[src/rtl/tconv_pkg.sv]
package tconv_pkg;

  typedef enum logic {
    ST_CONV    = 1'b0,
    ST_STANDBY = 1'b1
  } convState_t;

  // Strobes from control to datapath
  typedef struct packed {
    logic       store;  // capture rawSample on this edge
    logic [1:0] res;    // resolution code of the finishing conversion
  } convCmd_t;

  localparam int RAW_W  = 12;
  localparam int TEMP_W = 16;
  localparam int PAD_W  = TEMP_W - RAW_W;

  // Keep the top (9 + code) bits of the raw sample
  function automatic logic [RAW_W-1:0] maskFor(input logic [1:0] res);
    return {RAW_W{1'b1}} << (2'd3 - res);
  endfunction

endpackage

[src/rtl/tconv_ctrl.sv]
module tconv_ctrl
  import tconv_pkg::*;
#(
  parameter int BASE_TICKS = 4
) (
  input  logic       clk,
  input  logic       rstN,
  input  logic       tick,
  input  logic [1:0] resCode,
  input  logic       shutdown,
  output convCmd_t   cmd,
  output logic       busy
);

  localparam int CW = $clog2(BASE_TICKS * 8 + 1);

  convState_t    state;
  logic [CW-1:0] count;
  logic [CW-1:0] durTicks;
  logic [1:0]    resLatched;
  logic          lastTick;

  assign durTicks = CW'(BASE_TICKS) << resLatched;
  assign lastTick = tick && (count == durTicks - CW'(1));

  always_ff @(posedge clk or negedge rstN) begin
    if (!rstN) begin
      state      <= ST_CONV;
      count      <= '0;
      resLatched <= 2'b00;
    end else begin
      case (state)
        ST_CONV: begin
          if (tick) begin
            if (lastTick) begin
              count <= '0;
              if (shutdown) begin
                state <= ST_STANDBY;
              end else begin
                resLatched <= resCode;
              end
            end else begin
              count <= count + CW'(1);
            end
          end
        end
        ST_STANDBY: begin
          if (tick && !shutdown) begin
            state      <= ST_CONV;
            count      <= '0;
            resLatched <= resCode;
          end
        end
        default: state <= ST_CONV;
      endcase
    end
  end

  assign busy      = (state == ST_CONV);
  assign cmd.store = (state == ST_CONV) && lastTick;
  assign cmd.res   = resLatched;

  // the tick counter never runs past the latched duration
  assert_no_overflow_R2: assert property (@(posedge clk) disable iff (!rstN)
    busy |-> (count < durTicks))
    else $error("tick counter beyond conversion length");

  // standby persists while shutdown is held
  assert_standby_hold_R6: assert property (@(posedge clk) disable iff (!rstN)
    (state == ST_STANDBY && shutdown) |=> (state == ST_STANDBY))
    else $error("left standby with shutdown high");

  // latched code fixed until the completing tick
  assert_res_fixed_R9: assert property (@(posedge clk) disable iff (!rstN)
    (busy && !lastTick) |=> $stable(resLatched))
    else $error("resolution changed mid-conversion");

endmodule

[src/rtl/tconv_dp.sv]
module tconv_dp
  import tconv_pkg::*;
(
  input  logic              clk,
  input  logic              rstN,
  input  convCmd_t          cmd,
  input  logic [RAW_W-1:0]  rawSample,
  output logic [TEMP_W-1:0] tempReg,
  output logic              done
);

  logic [RAW_W-1:0] truncated;

  assign truncated = rawSample & maskFor(cmd.res);

  always_ff @(posedge clk or negedge rstN) begin
    if (!rstN) begin
      tempReg <= '0;
      done    <= 1'b0;
    end else begin
      done <= cmd.store;
      if (cmd.store) begin
        tempReg <= {truncated, {PAD_W{1'b0}}};
      end
    end
  end

  // stored value holds when no capture happens
  assert_hold_R8: assert property (@(posedge clk) disable iff (!rstN)
    !cmd.store |=> $stable(tempReg))
    else $error("temperature register changed without capture");

  // bits below the selected precision read zero after a capture
  assert_trunc_R3: assert property (@(posedge clk) disable iff (!rstN)
    cmd.store |=> ((tempReg[TEMP_W-1:PAD_W] & ~maskFor($past(cmd.res))) == '0))
    else $error("bits below resolution not cleared");

  // done lasts a single cycle
  assert_done_single_R4: assert property (@(posedge clk) disable iff (!rstN)
    done |=> !done)
    else $error("done longer than one cycle");

endmodule

[src/rtl/tconv_seq.sv]
module tconv_seq
  import tconv_pkg::*;
#(
  parameter int BASE_TICKS = 4
) (
  input  logic        clk,
  input  logic        rstN,
  input  logic        tick,
  input  logic [1:0]  resCode,
  input  logic        shutdown,
  input  logic [11:0] rawSample,
  output logic        sampleTake,
  output logic [15:0] tempReg,
  output logic        done,
  output logic        busy
);

  convCmd_t cmd;

  tconv_ctrl #(.BASE_TICKS(BASE_TICKS)) ctrl_i (
    .clk     (clk),
    .rstN    (rstN),
    .tick    (tick),
    .resCode (resCode),
    .shutdown(shutdown),
    .cmd     (cmd),
    .busy    (busy)
  );

  tconv_dp dp_i (
    .clk      (clk),
    .rstN     (rstN),
    .cmd      (cmd),
    .rawSample(rawSample),
    .tempReg  (tempReg),
    .done     (done)
  );

  assign sampleTake = cmd.store;

  // every capture is followed by done on the next cycle
  assert_take_done_R4: assert property (@(posedge clk) disable iff (!rstN)
    sampleTake |=> done)
    else $error("capture without done");

  // no result is reported while idling in standby
  assert_no_done_standby_R6: assert property (@(posedge clk) disable iff (!rstN)
    (!busy && $past(!busy)) |-> !done)
    else $error("done pulse in standby");

  // a result only comes from a running conversion
  assert_done_from_conv_R5: assert property (@(posedge clk) disable iff (!rstN)
    done |-> $past(busy))
    else $error("done without a conversion");

endmodule

[config.mk]
export PLATFORM = sky130hd
export DESIGN_NAME = tconv_seq
export DESIGN_NICKNAME = d
export VERILOG_FILES = /design/src/rtl/tconv_pkg.sv /design/src/rtl/tconv_ctrl.sv /design/src/rtl/tconv_dp.sv /design/src/rtl/tconv_seq.sv
export SDC_FILE = /design/constraint.sdc
export NUM_CORES = 1
export LEC_CHECK = 0
export ABC_CLOCK_PERIOD_IN_PS = 2000
export CORE_MARGIN = 5
export CORE_UTILIZATION = 40
export DETAILED_ROUTE_END_ITERATION = 10
export GPL_TIMING_DRIVEN = 0
export PLACE_DENSITY_LB_ADDON = 0.3
export SYNTH_ARGS = -nofsm -noshare
export SYNTH_HDL_FRONTEND = slang
export SYNTH_SLANG_ARGS = --single-unit
[constraint.sdc]
create_clock -name clk -period 2 [get_ports clk]
set_clock_uncertainty 0.15 [all_clocks]
set_input_delay 0.3 -clock clk [delete_from_list [all_inputs] [get_ports clk]]
set_output_delay 0.3 -clock clk [all_outputs]
set_load 0.005 [all_outputs]
==> results of run 1 <==
[registers in the layout, summed over array words and instances, names as in the netlist]
signal             cells
dp_i.tempReg          12
ctrl_i.count           6
ctrl_i.resLatched      2
ctrl_i.state           1
dp_i.done              1
[final timing paths]
| path | slack, ps | from | cells after the start | endpoint |
|---|---|---|---|---|
| setup / recovery | -230 | ctrl_i.count[4] | 6 | sampleTake |
| setup reg to reg | -180 | ctrl_i.count[4] | 7 | dp_i.tempReg[15] |
| min in group clk | 370 | dp_i.tempReg[11] | 1 | dp_i.tempReg[11] |
| hold / removal | 360 | rstN | 1 | dp_i.tempReg[5] |
| hold reg to reg | 370 | dp_i.tempReg[11] | 1 | dp_i.tempReg[11] |
| max in group asynchronous | 690 | rstN | 1 | ctrl_i.count[4] |
[stage by stage]
step / hold WS [ps] / setup WS, ps / area [um^2]
floorplan: -146 / -9.22 / 1100
global placement: 340 / -572 / 1460
detailed placement: 345 / -599 / 1460
CTS: 373 / -335 / 1570
global route: 389 / -325 / 1610
finish: 364 / -228 / 1610
[per-layer routing]
layer | GRT usage (%) | vias to the layer above | routed length, um
met5 | 0 | - | 0
met2 | 20.6 | 28 | 1060
met1 | 16.6 | 396 | 996
li1 | - | 403 | -
met3 | 3.10 | 4 | 198
met4 | 4.55 | 0 | 24
[power breakdown]
group	internal, mW	switching (mW)
logic	0.101	0.0922
clock network	0.111	0.126
registers	0.482	0.0356
total	0.694	0.254
[placed cells by master (no fill, tap or decap), types with 2 or more instances in the layout]
cell,netlist,routed
mux2i_1,2,2
and3_1,2,2
dfrtp_1,22,19
clkdlybuf4s50_1,0,31
nand2_1,8,8
mux2_2,3,3
conb_1,1,4
inv_1,4,3
mux2_4,7,9
o311ai_0,2,2
clkbuf_4,0,3
nand3_1,6,6
dfrtp_2,0,3
buf_4,4,14
buf_6,1,2
xor2_1,2,2
o21ai_0,6,6
[repair_timing]
action | 4_1_cts | 5_1_grt
pin swaps | 2 | 5
hold buffers | 0 | 0
endpoints found under the hold margin | 0 | 0
endpoints found under the setup margin | 13 | 19
gates resized for setup | 9 | 9
buffers inserted | 8 | 4
[worst reg2reg max path, stage by stage (launching register included)]
cell	delay (ps)
dfrtp_2	420
or4_4	540
o211ai_4	110
nand2_4	80
nor2_4	130
buf_12	110
buf_4	200
mux2_4	320
[cell families (layout without fill, tap and decap cells)]
group,Yosys count,after routing,share of synthesized area (%)
other,1,4,0.346
buffers and inverters,10,56,7.05
AND/OR/NAND/NOR,24,24,13.5
adder cells (fa/ha/maj),1,1,1.16
AO/OA/AOI/OAI,14,14,8.67
XOR/XNOR,2,2,1.62
multiplexers,14,14,16.8
flip-flops,22,22,50.9
[layout make-up]
cell class	count	share of cell area [%]
Sequential cell	22	34.4
Multi-Input combinational cell	59	31.6
Timing Repair Buffer	43	25.3
Buffer	5	3.11
Tap cell	30	2.33
Clock buffer	4	2.25
Inverter	4	0.932
==> results.md, run 1 <==
* Share of the synthesized area in the top cell type at 50.9%
* Ports at 37
* Post-DRT Antenna Nets at 0
* Final #Nets at 157
* Max VDD drop at 505 uV
* Multi-input logic area at a little over 500 um^2
* Main synth FF type: dfrtp_1
* Count of cell types in the netlist at 31
* Setup ws final at -228 ps
* Layout cell share with drive strength beyond 1 at 32.8%
* PnR Total Power at around 0.95 mW
* Top cells by count, synth: dfrtp_1 (22), nand2_1 (8), mux2_4 (7)
* Worst path buffer plus inverter count at 2
* Effective utilization at floorplan at 42.9%
* Leakage power at 0.745 nW
* Violated checks: negative setup slack
* Critical path's slowest cell: or4_4
* Fmax at 449 MHz
* CTS Buffer Depth at 2
* HPWL Detailed at roughly 1.6 mm
* Die W at about 62 um
* 1st-pass router iterations at 4
* Number of inserted diodes at 0
* Remaining global-route overflow at 0
* Core ar. at 2520 um^2
* Max cap viols at 0
* Hold crit path type: input port to async pin
* Fillcell total at 213
* Final setup viols at 15
* Max-slew violation count at 0
* Tot GR Track Use at 12.7%
* Most common cell in the netlist: dfrtp_1
* Crit end category: output pin
* Initial DRC Count at 13
* FF/Latch Area at 554 um^2
* Slew headroom at 36.1%
* Post-route setup TNS at -1980 ps
* Period utilisation layout at 111%
* Syn-to-layout area delta at 48.8%
* PortBufs at 32
* Die Area at a little under 4000 um^2
* Clk sinks at 22
* Crit path cell chain: or4_4 -> o211ai_4 -> nand2_4 -> nor2_4 -> buf_12 -> buf_6
* Largest net degree at the start of global routing at 23
* WS Path Type: flop to output pin
* Placement Rows at 18
* #FFs+latches synth at 22
* Min Clock Period, post-route at between 2000 and 2500 ps
* Crit-path max FO at 2
* WL final at 2.28 mm
* RSZ-0062 raised after global routing: yes
* Worst skew pair latency at 300 ps
* CTS tree: yes
* Pwr dens at just under 600 nW/um^2
* Share of flip-flops with an asynchronous set or reset at 100%
* Clock slew at reported path FFs at 120 ps
* Num CTS Buffers at 3
* Post-route insts no fill at 167
* Initial antenna violation count at 0
* Startpoint type of the worst setup path: flop
* Vias in the first global route at 831
* Worst Tran Pin Value at 956 ps
* Crit path DAT at 1780 ps
* DR vias at 831
* Worst path top cell family by delay: simple AND/OR/NAND/NOR gates
* First-pass GRT wire length at 3.61 mm
* Post-synth EDFFs at 0
* Yosys warns at 0
* Final core occ at between 60% and 70%
* Placed insts at approximately 150
* Syn Area/Cell at 12.3 um^2
* Sequential area share after synthesis at 50.9%
* Status: finished with violations
* H-tree levels at 1
* Vias per cell at 4.98
* Final Hold Fails at 0
* DR WL/cell at 13.7 um
* Mapped Cells at 88
* Synth area leaders: dfrtp_1 (51%), mux2_4 (9.7%), mux2_2 (3.1%)
* Final RePlAce weighted congestion at 0.871
* Top cell type by total area after synthesis: dfrtp_1
* Residual DRC at 0
* Mapped Area at 1080 um^2
* Die height at 62.0 um
* Worst Path Required at 1550 ps
* CP peak stage delay at ~540 ps
* Root buffer cell: clkbuf_4
No activity file was read; power rests on OpenSTA's default activity.
==> run 2, diff against run 1 <==
--- a/config.mk
+++ b/config.mk
@@ -11,6 +11,7 @@
 export DETAILED_ROUTE_END_ITERATION = 10
 export GPL_TIMING_DRIVEN = 0
 export PLACE_DENSITY_LB_ADDON = 0.3
+export SLEW_MARGIN = 40
 export SYNTH_ARGS = -nofsm -noshare
 export SYNTH_HDL_FRONTEND = slang
 export SYNTH_SLANG_ARGS = --single-unit
==> run 2 against run 1 <==
Net effect: the run still ends with negative setup slack left; combinational power decreased by 5%; design area decreased by 3.0%; sequential share of layout area increased by 1.0 points; critical path type unchanged; critical endpoint unchanged; highest routed layer unchanged.
==> results.md, run 2 (synthesis results as in run 1) <==
* Hold crit path type: input port to async pin
* Post-route setup TNS at -1950 ps (+28.4 ps)
* Min Clock Period, post-route at 2220 ps (-5.95 ps)
* WS Path Type: flop to output pin
* Critical path's slowest cell: or4_4
* Violated checks: negative setup slack
* Final RePlAce weighted congestion at 0.871 (unchanged)
* Placed insts at 153 (unchanged)
* Die W at 62.0 um (unchanged)
* Pre-CTS setup slack at -615 ps (-16.6 ps)
* Global routing usage on met2 at 21.0% (+0.44 points)
* Max VDD drop at 483 uV (-4.3%)
* GRT met3 Usage at 2.48% (-0.62 points)
* Most common cell after layout, fill and taps aside: clkdlybuf4s50_1
* Crit path cell chain: or4_4 -> o211ai_4 -> nand2_4 -> nor2_4 -> buf_12 -> buf_6
* Finished layout cell area at 1560 um^2 (-3.0%)
* Vias per cell at 4.96 (-0.37%)
* Post-DRT Antenna Nets at 0 (unchanged)
* Placement Rows at 18 (unchanged)
* Worst path top cell family by delay: simple AND/OR/NAND/NOR gates
* Max cap viols at 0 (unchanged)
* Ports at 37 (unchanged)
* CTS tree: yes
* Max-slew violation count at 0 (unchanged)
* Pwr dens at 598 nW/um^2 (+1.5%)
* RSZ-0062 raised after global routing: yes
* DR vias at 818 (-1.6%)
* Residual DRC at 0 (unchanged)
* Placed cell areas at 1450 um^2 (-0.34%)
* WL final at 2.19 mm (-3.9%)
* Vias in the first global route at 820 (-1.3%)
* Period utilisation layout at 111% (-0.30 points)
* Post-route insts no fill at 165 (-1.2%)
* Clock slew at reported path FFs at 110 ps (about the same)
* Worst skew pair latency at 300 ps (about the same)
* Initial DRC Count at 19 (+6)
* Final setup viols at 15 (unchanged)
* Worst path buffer plus inverter count at 2 (unchanged)
* HPWL Detailed at 1.58 mm (+1.2%)
* Crit-path max FO at 2 (unchanged)
* Commonest cells after routing, fill and taps aside: clkdlybuf4s50_1 (30), dfrtp_1 (20), buf_4 (12)
* Syn-to-layout area delta at 44.3%
* Crit path DAT at 1770 ps (about the same)
* Crit end category: output pin
* Worst Path Required at 1550 ps (about the same)
* Fmax at 450 MHz (+0.27%)
* Clk sinks at 22 (unchanged)
* H-tree levels at 1 (unchanged)
* Remaining global-route overflow at 0 (unchanged)
* Die Area at 3850 um^2 (unchanged)
* Initial antenna violation count at 0 (unchanged)
* Die height at 62.0 um (unchanged)
* Largest net degree at the start of global routing at 23 (unchanged)
* PnR Total Power at 0.933 mW (-1.6%)
* Final Hold Fails at 0 (unchanged)
* 1st-pass router iterations at 5 (+1)
* Status: finished with violations
* Core ar. at 2520 um^2 (unchanged)
* Effective utilization at floorplan at 42.9% (unchanged)
* Num CTS Buffers at 3 (unchanged)
* Root buffer cell: clkbuf_4
* Layout cell share with drive strength beyond 1 at 28.9% (-4.0 points)
* Tot GR Track Use at 12.4% (-0.36 points)
* First-pass GRT wire length at 3.49 mm (-3.2%)
* Top reg by flops: dp_i.tempReg
* CP peak stage delay at 550 ps (about the same)
* Startpoint type of the worst setup path: flop
* CTS Buffer Depth at 2 (unchanged)
* Fillcell total at 214 (+0.47%)
* DR WL/cell at 13.3 um (-2.7%)
* Leakage power at 0.724 nW (-2.8%)
* Max FFs per register at 12 (unchanged)
* M1 GR Usage at 15.1% (-1.5 points)
* Final #Nets at 155 (-1.3%)
* Gr busiest metal: met2
* Setup ws final at -222 ps (+5.95 ps)
* PortBufs at 32 (unchanged)
* Largest regs: dp_i.tempReg x12, ctrl_i.count x6, ctrl_i.resLatched x2
* Number of inserted diodes at 0 (unchanged)
## run 2: cell type report
type | count | area (um^2) | area share [%]
plain buffers | 5 | 50.0 | 3.21
clock buffers | 4 | 36.3 | 2.32
inverters | 4 | 15.0 | 0.962
multi-input cells | 59 | 483 | 30.9
flip-flops and latches | 22 | 553 | 35.4
well taps | 30 | 37.5 | 2.40
repair buffers | 41 | 387 | 24.8
## run 2: repair_timing
item                                    4_1_cts  5_1_grt
hold buffers                                  1        0
setup buffers                                 7        1
gates resized for setup                       8        2
hold endpoints to repair                     22        0
pin swaps                                     2        2
endpoints found under the setup margin       13       17
## run 2: final timing paths
check                            startpoint                   end  slack [ps]  cells past startpoint
min reg2reg                dp_i.tempReg[11]      dp_i.tempReg[11]         370                      1
min                                    rstN       dp_i.tempReg[5]         330                      2
max reg2reg                 ctrl_i.count[4]  ctrl_i.resLatched[1]        -170                      6
max                         ctrl_i.count[4]            sampleTake        -220                      6
max in group asynchronous              rstN       ctrl_i.count[4]        1020                      2
min in group clk           dp_i.tempReg[11]      dp_i.tempReg[11]         370                      1
## run 2: metrics by stage
stage,utilization [%],hold WS [ps]
after global placement,57.7,340
after global routing,61.9,364
after CTS,61.9,339
after floorplan,-,-146
final,61.9,335
after detailed placement,57.5,135
## run 2: worst reg2reg max path: stages (launching register included)
cell and delay (ps):
dfrtp_2 430, or4_4 550, o211ai_4 110, buf_4 160
a21oi_2 70, nor3b_2 270, mux2_1 340
## run 2: layer usage
| layer | vias up | part of all wire (%) |
|---|---|---|
| met2 | 31 | 47 |
| met5 | - | 0 |
| met4 | 0 | 0.78 |
| met1 | 387 | 43 |
| li1 | 396 | - |
| met3 | 4 | 9.5 |
## run 2: power breakdown
part	internal [mW]	switching, mW
combinational	0.0983	0.0850
clock	0.111	0.124
sequential	0.482	0.0334
==> run 3, diff against run 2 <==
--- a/config.mk
+++ b/config.mk
@@ -11,7 +11,7 @@
 export DETAILED_ROUTE_END_ITERATION = 10
 export GPL_TIMING_DRIVEN = 0
 export PLACE_DENSITY_LB_ADDON = 0.3
-export SLEW_MARGIN = 40
+export SLEW_MARGIN = 10
 export SYNTH_ARGS = -nofsm -noshare
 export SYNTH_HDL_FRONTEND = slang
 export SYNTH_SLANG_ARGS = --single-unit
==> results of run 3 <==
No change in the layout: final DEF, timing and power equal those of run 1.
